--- src/rtl/dcl_pkg.sv ---
package dcl_pkg;
    // step sequence; one state per cycle, shared multiplier used in four of them
    typedef enum logic [2:0] {
        ST_IDLE,
        ST_ERR,
        ST_PMUL,
        ST_IMUL,
        ST_PI,
        ST_LGRID,
        ST_LOUT
    } step_e;

    // cycles from the accepting edge to done becoming visible
    localparam int STEP_CYCLES = 6;
endpackage

--- src/rtl/dcl_seq.sv ---
module dcl_seq
    import dcl_pkg::*;
(
    input  logic  clk,
    input  logic  rst_n,
    input  logic  start,
    output step_e state,
    output logic  busy,
    output logic  done
);
    typedef struct packed {
        step_e st;
        logic  dn;
    } seq_t;

    seq_t s_d, s_q;

    always_comb begin
        s_d    = s_q;
        s_d.dn = 1'b0;
        unique case (s_q.st)
            ST_IDLE:  if (start) s_d.st = ST_ERR;
            ST_ERR:   s_d.st = ST_PMUL;
            ST_PMUL:  s_d.st = ST_IMUL;
            ST_IMUL:  s_d.st = ST_PI;
            ST_PI:    s_d.st = ST_LGRID;
            ST_LGRID: s_d.st = ST_LOUT;
            ST_LOUT: begin
                s_d.st = ST_IDLE;
                s_d.dn = 1'b1;
            end
            default:  s_d.st = ST_IDLE;
        endcase
    end

    always_ff @(posedge clk) begin
        if (!rst_n) begin
            s_q <= '{st: ST_IDLE, dn: 1'b0};
        end else begin
            s_q <= s_d;
        end
    end

    assign state = s_q.st;
    assign busy  = (s_q.st != ST_IDLE);
    assign done  = s_q.dn;
endmodule

--- config.mk ---
export PLATFORM = sky130hd
export DESIGN_NAME = dcl_seq
export DESIGN_NICKNAME = d
export VERILOG_FILES = /design/src/rtl/dcl_pkg.sv /design/src/rtl/dcl_seq.sv
export SDC_FILE = /design/constraint.sdc
export NUM_CORES = 1
export LEC_CHECK = 0
export ABC_CLOCK_PERIOD_IN_PS = 900
export BUFFER_PORTS_ARGS = -buffer_cell sky130_fd_sc_hd__buf_2
export CAP_MARGIN = 5
export CELL_PAD_IN_SITES_DETAIL_PLACEMENT = 1
export CELL_PAD_IN_SITES_GLOBAL_PLACEMENT = 1
export CORE_AREA = 2 2 39 41
export DETAILED_ROUTE_END_ITERATION = 8
export DIE_AREA = 0 0 41 43
export GPL_TIMING_DRIVEN = 1
export PLACE_DENSITY = 0.45
export SLEW_MARGIN = 20
export SYNTH_ARGS = -nofsm -noshare
export SYNTH_HDL_FRONTEND = slang
export SYNTH_SLANG_ARGS = --single-unit
--- constraint.sdc ---
create_clock -name clk -period 0.9 [get_ports clk]
set_input_delay 0.135 -clock clk [delete_from_list [all_inputs] [get_ports clk]]
set_output_delay 0.135 -clock clk [all_outputs]
set_load 0.03 [all_outputs]
# == Word-level counts from Yosys, hierarchy flattened ==
# Cells that the tools add are included.
# totals
regBits,4
out_inout_bits,5
in_bits,3
elab_cells,14
# op_classes
n_eq_ne,7
reduce_logical,2
n_mux,3
# op_table
op,n
$pmux W3 S6,1
$eq A3 B3 Y1 const B,3
$eq A3 B2 Y1 const B,2
$eq A3 B1 Y1 const B,1
$logic_not A3 Y1,1
$mux W3,1
$reduce_bool A3 Y1,1
$ne A2 B2 Y1 const B,1
$mux W1,1

# == Longest topological paths before layout ==
# Gate-level depths: netlist (run 1).
# depth
ltp_word,2
mapped_depth,2
mapped_depth_nobuf,2

# == Worst setup path before layout (run 1) ==
# No wires, ideal clock.
# synth_path
path_kind,register -> output
from,register s_q (netlist bit state[1])
to,output port busy
slack_ps,-218
n_path_buf,0
arrival_time_ps,983
required_time_ps,765
stages_incl_launch_ff,2
cell_sequence,dfxtp_1 -> or3_1
# synth_between
elab_chain_len,1
# synth_rtl
item,line,source
from (decl),dcl_seq.sv:16,"seq_t s_d, s_q;"
from (signal assigned),dcl_seq.sv:38,"s_q <= '{st: ST_IDLE, dn: 1'b0};"
$reduce_bool A3 Y1,dcl_seq.sv:45,assign busy = (s_q.st != ST_IDLE);
to (decl),dcl_seq.sv:8,"output logic busy,"
# No other way between the ends.

# == Worst setup path in the final report (run 1) ==
# layout_path
from,register s_q (netlist bit state[2])
to,output port busy
# The elaborated chain is that of the path after synthesis.

==> impl_metrics.env, run 1 <==
export IMPL_avgRoutedWirePerCell_um=11.5
export IMPL_coreArea_um2=1380
export IMPL_drc=0
export IMPL_cellPowerDensity_nw_per_um2=1730
export IMPL_rows=14
export IMPL_vias=210
export IMPL_final_area_um2=393
export IMPL_ys_types=10
export IMPL_hold_viol=0
export IMPL_cts_clk_slew_worst_paths_ps=50
export IMPL_die_area_um2=1760
export IMPL_syn_to_final_growth_pct=160
export IMPL_ir_drop_mv=0.422
export IMPL_synth_warnings=0
export IMPL_syn_avg_cell_area_um2=9.46
export IMPL_yosys_area_share_simple_pct=42.1
export IMPL_ys_seq_area_share_pct=52.9
export IMPL_grt_pass1_wl_um=876
export IMPL_numPortBuffers=7
export IMPL_synth_common_cells="dfxtp_1, nand2_1, nand3b_1"
export IMPL_die_width_um=41
export IMPL_reg2reg_depth=5
export IMPL_synth_top_family_by_area="simple AND/OR/NAND/NOR gates"
export IMPL_maxClockFrequency_mhz=822
export IMPL_synth_flop_cell="dfxtp_1"
export IMPL_postPlaceCellArea_um2=240
export IMPL_critical_path_peak_fanout=2
export IMPL_muxShareOfSynthArea_pct=0
export IMPL_grt_overflow=0
export IMPL_diodes=0
export IMPL_violations="negative setup slack"
export IMPL_p_leak_nw=0.187
export IMPL_drive_above_1_share_pct=75.0
export IMPL_final_nets=40
export IMPL_yosys_area_top_type="dfxtp_1"
export IMPL_synthAdderAreaFrac_pct=0
export IMPL_drt_iter0_drc=0
export IMPL_grtUsageTotal_pct=7.82
export IMPL_rsz0062_at_grt="yes"
export IMPL_num_fill_cells=164
export IMPL_worstSetupPathType="flip-flop to output port"
export IMPL_clock_sinks=4
export IMPL_clk_latency_ps=240
export IMPL_num_io_pins=8
export IMPL_synth_seq_cells=4
export IMPL_async_flop_share_pct=0
export IMPL_synth_most_common_cell="dfxtp_1"
export IMPL_grt_max_degree=7
export IMPL_skew_ps=11.8
export IMPL_cts_path_max_buffers=2
export IMPL_htree_levels=1
export IMPL_first_global_vias=228
export IMPL_vias_per_cell=4.04
export IMPL_cp_start_kind="flip-flop"
export IMPL_synth_area_leaders="dfxtp_1, nand3b_1, nand2_1"
export IMPL_first_pass_iters=1
export IMPL_fin_tns_setup_ps=-760
export IMPL_netlist_area_leader_share_pct=52.9
export IMPL_tritoncts="done"
export IMPL_status="finished with violations"
export IMPL_synth_edf_count=0
export IMPL_fin_crit_sh_pct=135
export IMPL_slew_violations=0
export IMPL_antenna_found_initial=0
export IMPL_finish_utilization_pct=28.4
export IMPL_setup_viol=7
export IMPL_critPathCaptureType="output port"
export IMPL_synthesis_nets=19
export IMPL_ant_nets=0
export IMPL_maxCapViolCount=0
export IMPL_setup_slack_ps=-317
export IMPL_crit_arrival_ps=1080
export IMPL_period_needed_ps=1220
export IMPL_total_power_mw=0.681
export IMPL_worst_slew_pin_slew_ps=163
export IMPL_cts_buffers=3
export IMPL_gp_congestion=0.564
export IMPL_die_height_um=43
export IMPL_worstPathRequired_ps=760
export IMPL_maxSlewHeadroom_pct=89.1
export IMPL_syn_inst=16
export IMPL_min_path_cells=3
export IMPL_syn_area_um2=151
export IMPL_synth_xor_area_share_pct=0
export IMPL_min_path_type="input port to flip-flop"
export IMPL_cts_root_buf="clkbuf_4"
export IMPL_routed_wl_um=597
export IMPL_hold_buffers=0
export IMPL_start_util_pct=10.9
export IMPL_synth_compound_area_share_pct=4.96
[cell families (layout without fill, tap and decap cells)]
| kind of cell | count (synthesis) | count (layout) |
|---|---|---|
| simple gates | 11 | 11 |
| flops | 4 | 4 |
| compound gates | 1 | 1 |
| buf+inv | 0 | 20 |
[layout by cell type (no fill, tap or decap)]
cell,n
buf_4,4
clkbuf_1,1
buf_2,3
nand4b_1,1
dfxtp_2,2
nor2_1,1
nor3b_2,1
or3_4,1
buf_6,9
dfxtp_4,1
clkbuf_4,3
nand2_4,1
nand2b_1,1
nand2_1,2
nor3_4,1
dfxtp_1,1
nand3b_1,2
o31ai_4,1
[critical path, stage by stage, from the launching register on]
cell and delay (ps):
dfxtp_2 320, or3_4 380, buf_6 140
[layer usage]
metal  wire length (um)  global-route usage [%]
met2                383                    11.6
met3                  5                    3.14
met5                  0                       0
met1                209                    7.35
met4                  0                    8.00
[final timing paths]
| check | start | to | slack [ps] |
|---|---|---|---|
| worst max-delay path | state[2] | busy | -320 |
| worst min-delay path | rst_n | state[2] | 180 |
| worst max register to register | state[2] | state[0] | -70 |
| worst min register to register | state[1] | state[2] | 610 |
[through the flow]
stage | instances | setup slack (ps) | hold slack (ps)
2_1_floorplan | 16 | -49.3 | 275
3_3_place_gp | 42 | -93.4 | 429
3_5_place_dp | 42 | -99.1 | 441
4_1_cts | 51 | -315 | 185
5_1_grt | 52 | -361 | 210
6_report | 52 | -317 | 182
[report_power, final]
part | total (mW) | switching (mW) | internal (mW) | leakage [nW]
Combinational | 0.223 | 0.105 | 0.118 | 0.138
Sequential | 0.199 | 0.00802 | 0.191 | 0.0342
Clock | 0.258 | 0.0910 | 0.167 | 0.0150
[sequential cells by signal (all words and copies together) (netlist names)]
name	count
done	1
state	3
[repair_timing]
action                     in CTS  in global routing
cloned                          0                  0
setup buffers                   5                  3
hold endpoints to repair        0                  0
resized for setup              14                  8
setup endpoints to repair       4                  8
pin swaps                       1                  4
[layout make-up]
| type | count | area (um^2) | share of cell area [%] |
|---|---|---|---|
| Sequential cell | 4 | 86.3 | 22.0 |
| Timing Repair Buffer | 16 | 146 | 37.3 |
| Clock buffer | 4 | 26.3 | 6.69 |
| Tap cell | 16 | 20.0 | 5.10 |
| Multi-Input combinational cell | 12 | 114 | 29.0 |
Note: power is estimated with default switching activity, not from simulation.
==> run 2: changes to the inputs <==
- SKIP_LAST_GASP: default -> 1
==> run 2 against run 1 <==
  * The flow still finishes with violations (negative setup slack)
  * Clock-buffer cell count did not move
  * Setup slack got worse by 9.8 ps
  * Largest power group unchanged
  * Flip-flop and latch count stayed put
  * Critical endpoint unchanged
  * Critical path depth is the same
==> impl_metrics.env, run 2 (same netlist as run 1, synthesis figures left out) <==
export IMPL_status="finished with violations"
export IMPL_violations="negative setup slack"
export IMPL_slew_violations=0
export IMPL_worstPathRequired_ps=760
export IMPL_die_width_um=41
export IMPL_cp_start_kind="flip-flop"
export IMPL_cellPowerDensity_nw_per_um2=1730
export IMPL_skew_ps=10.3
export IMPL_final_area_um2=397
export IMPL_whs_ps=176
export IMPL_num_io_pins=8
export IMPL_syn_to_final_growth_pct=162
export IMPL_gp_congestion=0.564
export IMPL_rsz0062_at_grt="yes"
export IMPL_ir_drop_mv=0.394
export IMPL_final_cell_mix="buf_6, clkbuf_4, buf_2, buf_4"
export IMPL_cts_clk_slew_worst_paths_ps=50
export IMPL_start_util_pct=10.9
export IMPL_critPathMaxStageDelay_ps=380
export IMPL_cts_root_buf="clkbuf_4"
export IMPL_diodes=0
export IMPL_final_nets=40
export IMPL_final_common_cell="buf_6"
export IMPL_critical_path_cell_chain="or3_4, buf_6"
export IMPL_num_fill_cells=166
export IMPL_drt_iter0_drc=0
export IMPL_hold_buffers=0
export IMPL_maxSlewHeadroom_pct=89.1
export IMPL_avgRoutedWirePerCell_um=10.5
export IMPL_first_global_vias=229
export IMPL_vias=198
export IMPL_largest_register_ffs=3
export IMPL_first_pass_iters=1
export IMPL_drive_above_1_share_pct=75.0
export IMPL_p_leak_nw=0.188
export IMPL_fin_crit_sh_pct=136
export IMPL_maxClockFrequency_mhz=815
export IMPL_antenna_found_initial=0
export IMPL_ant_nets=0
export IMPL_cts_buffers=3
export IMPL_crit_arrival_ps=1090
export IMPL_total_power_mw=0.686
export IMPL_vias_per_cell=3.81
export IMPL_worst_slew_pin_slew_ps=164
export IMPL_grt_pass1_wl_um=924
export IMPL_numPortBuffers=7
export IMPL_grt_overflow=0
export IMPL_finish_utilization_pct=28.7
export IMPL_layout_cells_non_filler=52
export IMPL_routed_wl_um=548
export IMPL_die_area_um2=1760
export IMPL_postPlaceCellArea_um2=240
export IMPL_period_needed_ps=1230
export IMPL_min_path_type="input port to flip-flop"
export IMPL_critPathCaptureType="output port"
export IMPL_rows=14
export IMPL_critPathSlowestCell="or3_4"
export IMPL_htree_levels=1
export IMPL_grt_max_degree=7
export IMPL_hold_viol=0
export IMPL_setup_viol=7
export IMPL_critical_path_peak_fanout=2
export IMPL_grtUsageTotal_pct=8.32
export IMPL_clk_latency_ps=250
export IMPL_maxCapViolCount=0
export IMPL_drc=0
export IMPL_tritoncts="done"
export IMPL_cts_path_max_buffers=2
export IMPL_dp_cells=42
export IMPL_die_height_um=43
export IMPL_coreArea_um2=1380
export IMPL_worstSetupPathType="flip-flop to output port"
export IMPL_setup_slack_ps=-326
export IMPL_clock_sinks=4
==> run 2: cell counts in the layout (fill, tap and decap cells not counted) <==
Identical to the previous run, type by type.
==> run 2: power breakdown <==
part           leakage (nW)  total, mW  switching [mW]  internal, mW
Combinational         0.138      0.227           0.106         0.121
Sequential           0.0342      0.198         0.00721         0.191
Clock                0.0150      0.261          0.0934         0.168
Total                 0.188      0.686           0.206         0.480
==> run 2: final cells by class <==
cell class,instances,area (um^2),area share [%]
Sequential cell,4,86.3,21.8
Clock buffer,4,26.3,6.62
Multi-Input combinational cell,12,114,28.7
Tap cell,16,20.0,5.05
Timing Repair Buffer,16,150,37.9
==> run 2: metal layers <==
layer / track usage [%] / routed length [um] / up-vias
met5: 0 / 0 / -
met4: 8.00 / 19 / 0
met3: 3.14 / 22 / 3
met2: 12.5 / 339 / 7
met1: 7.99 / 167 / 92
li1: - / - / 96
==> run 2: worst max-delay path: cells and delay by family, from the launching register on <==
kind / cells / cell delay [ps]
buffers and inverters: 1 / 140
AND/OR/NAND/NOR: 1 / 380
flip-flops: 1 / 320
==> run 2: path summary, 6_finish.rpt <==
check / start / depth (start not counted) / endpoint / slack, ps
min: rst_n / 3 / state[2] / 180
max: state[2] / 2 / busy / -330
min reg2reg: state[1] / 3 / state[2] / 590
max reg2reg: state[2] / 5 / state[2] / -60
==> run 2: what timing repair did <==
action,in CTS,in global routing
setup endpoints to repair,4,8
buffers inserted,5,4
pin swaps,1,4
gates resized for setup,11,13
==> run 2: per-stage QoR <==
| stage | setup WS (ps) | TNS (ps) |
|---|---|---|
| after floorplan | -49.3 | -49.3 |
| after global placement | -93.4 | -93.4 |
| after detailed placement | -99.1 | -99.1 |
| after CTS | -315 | -899 |
| after global routing | -357 | -1010 |
| final | -326 | -763 |
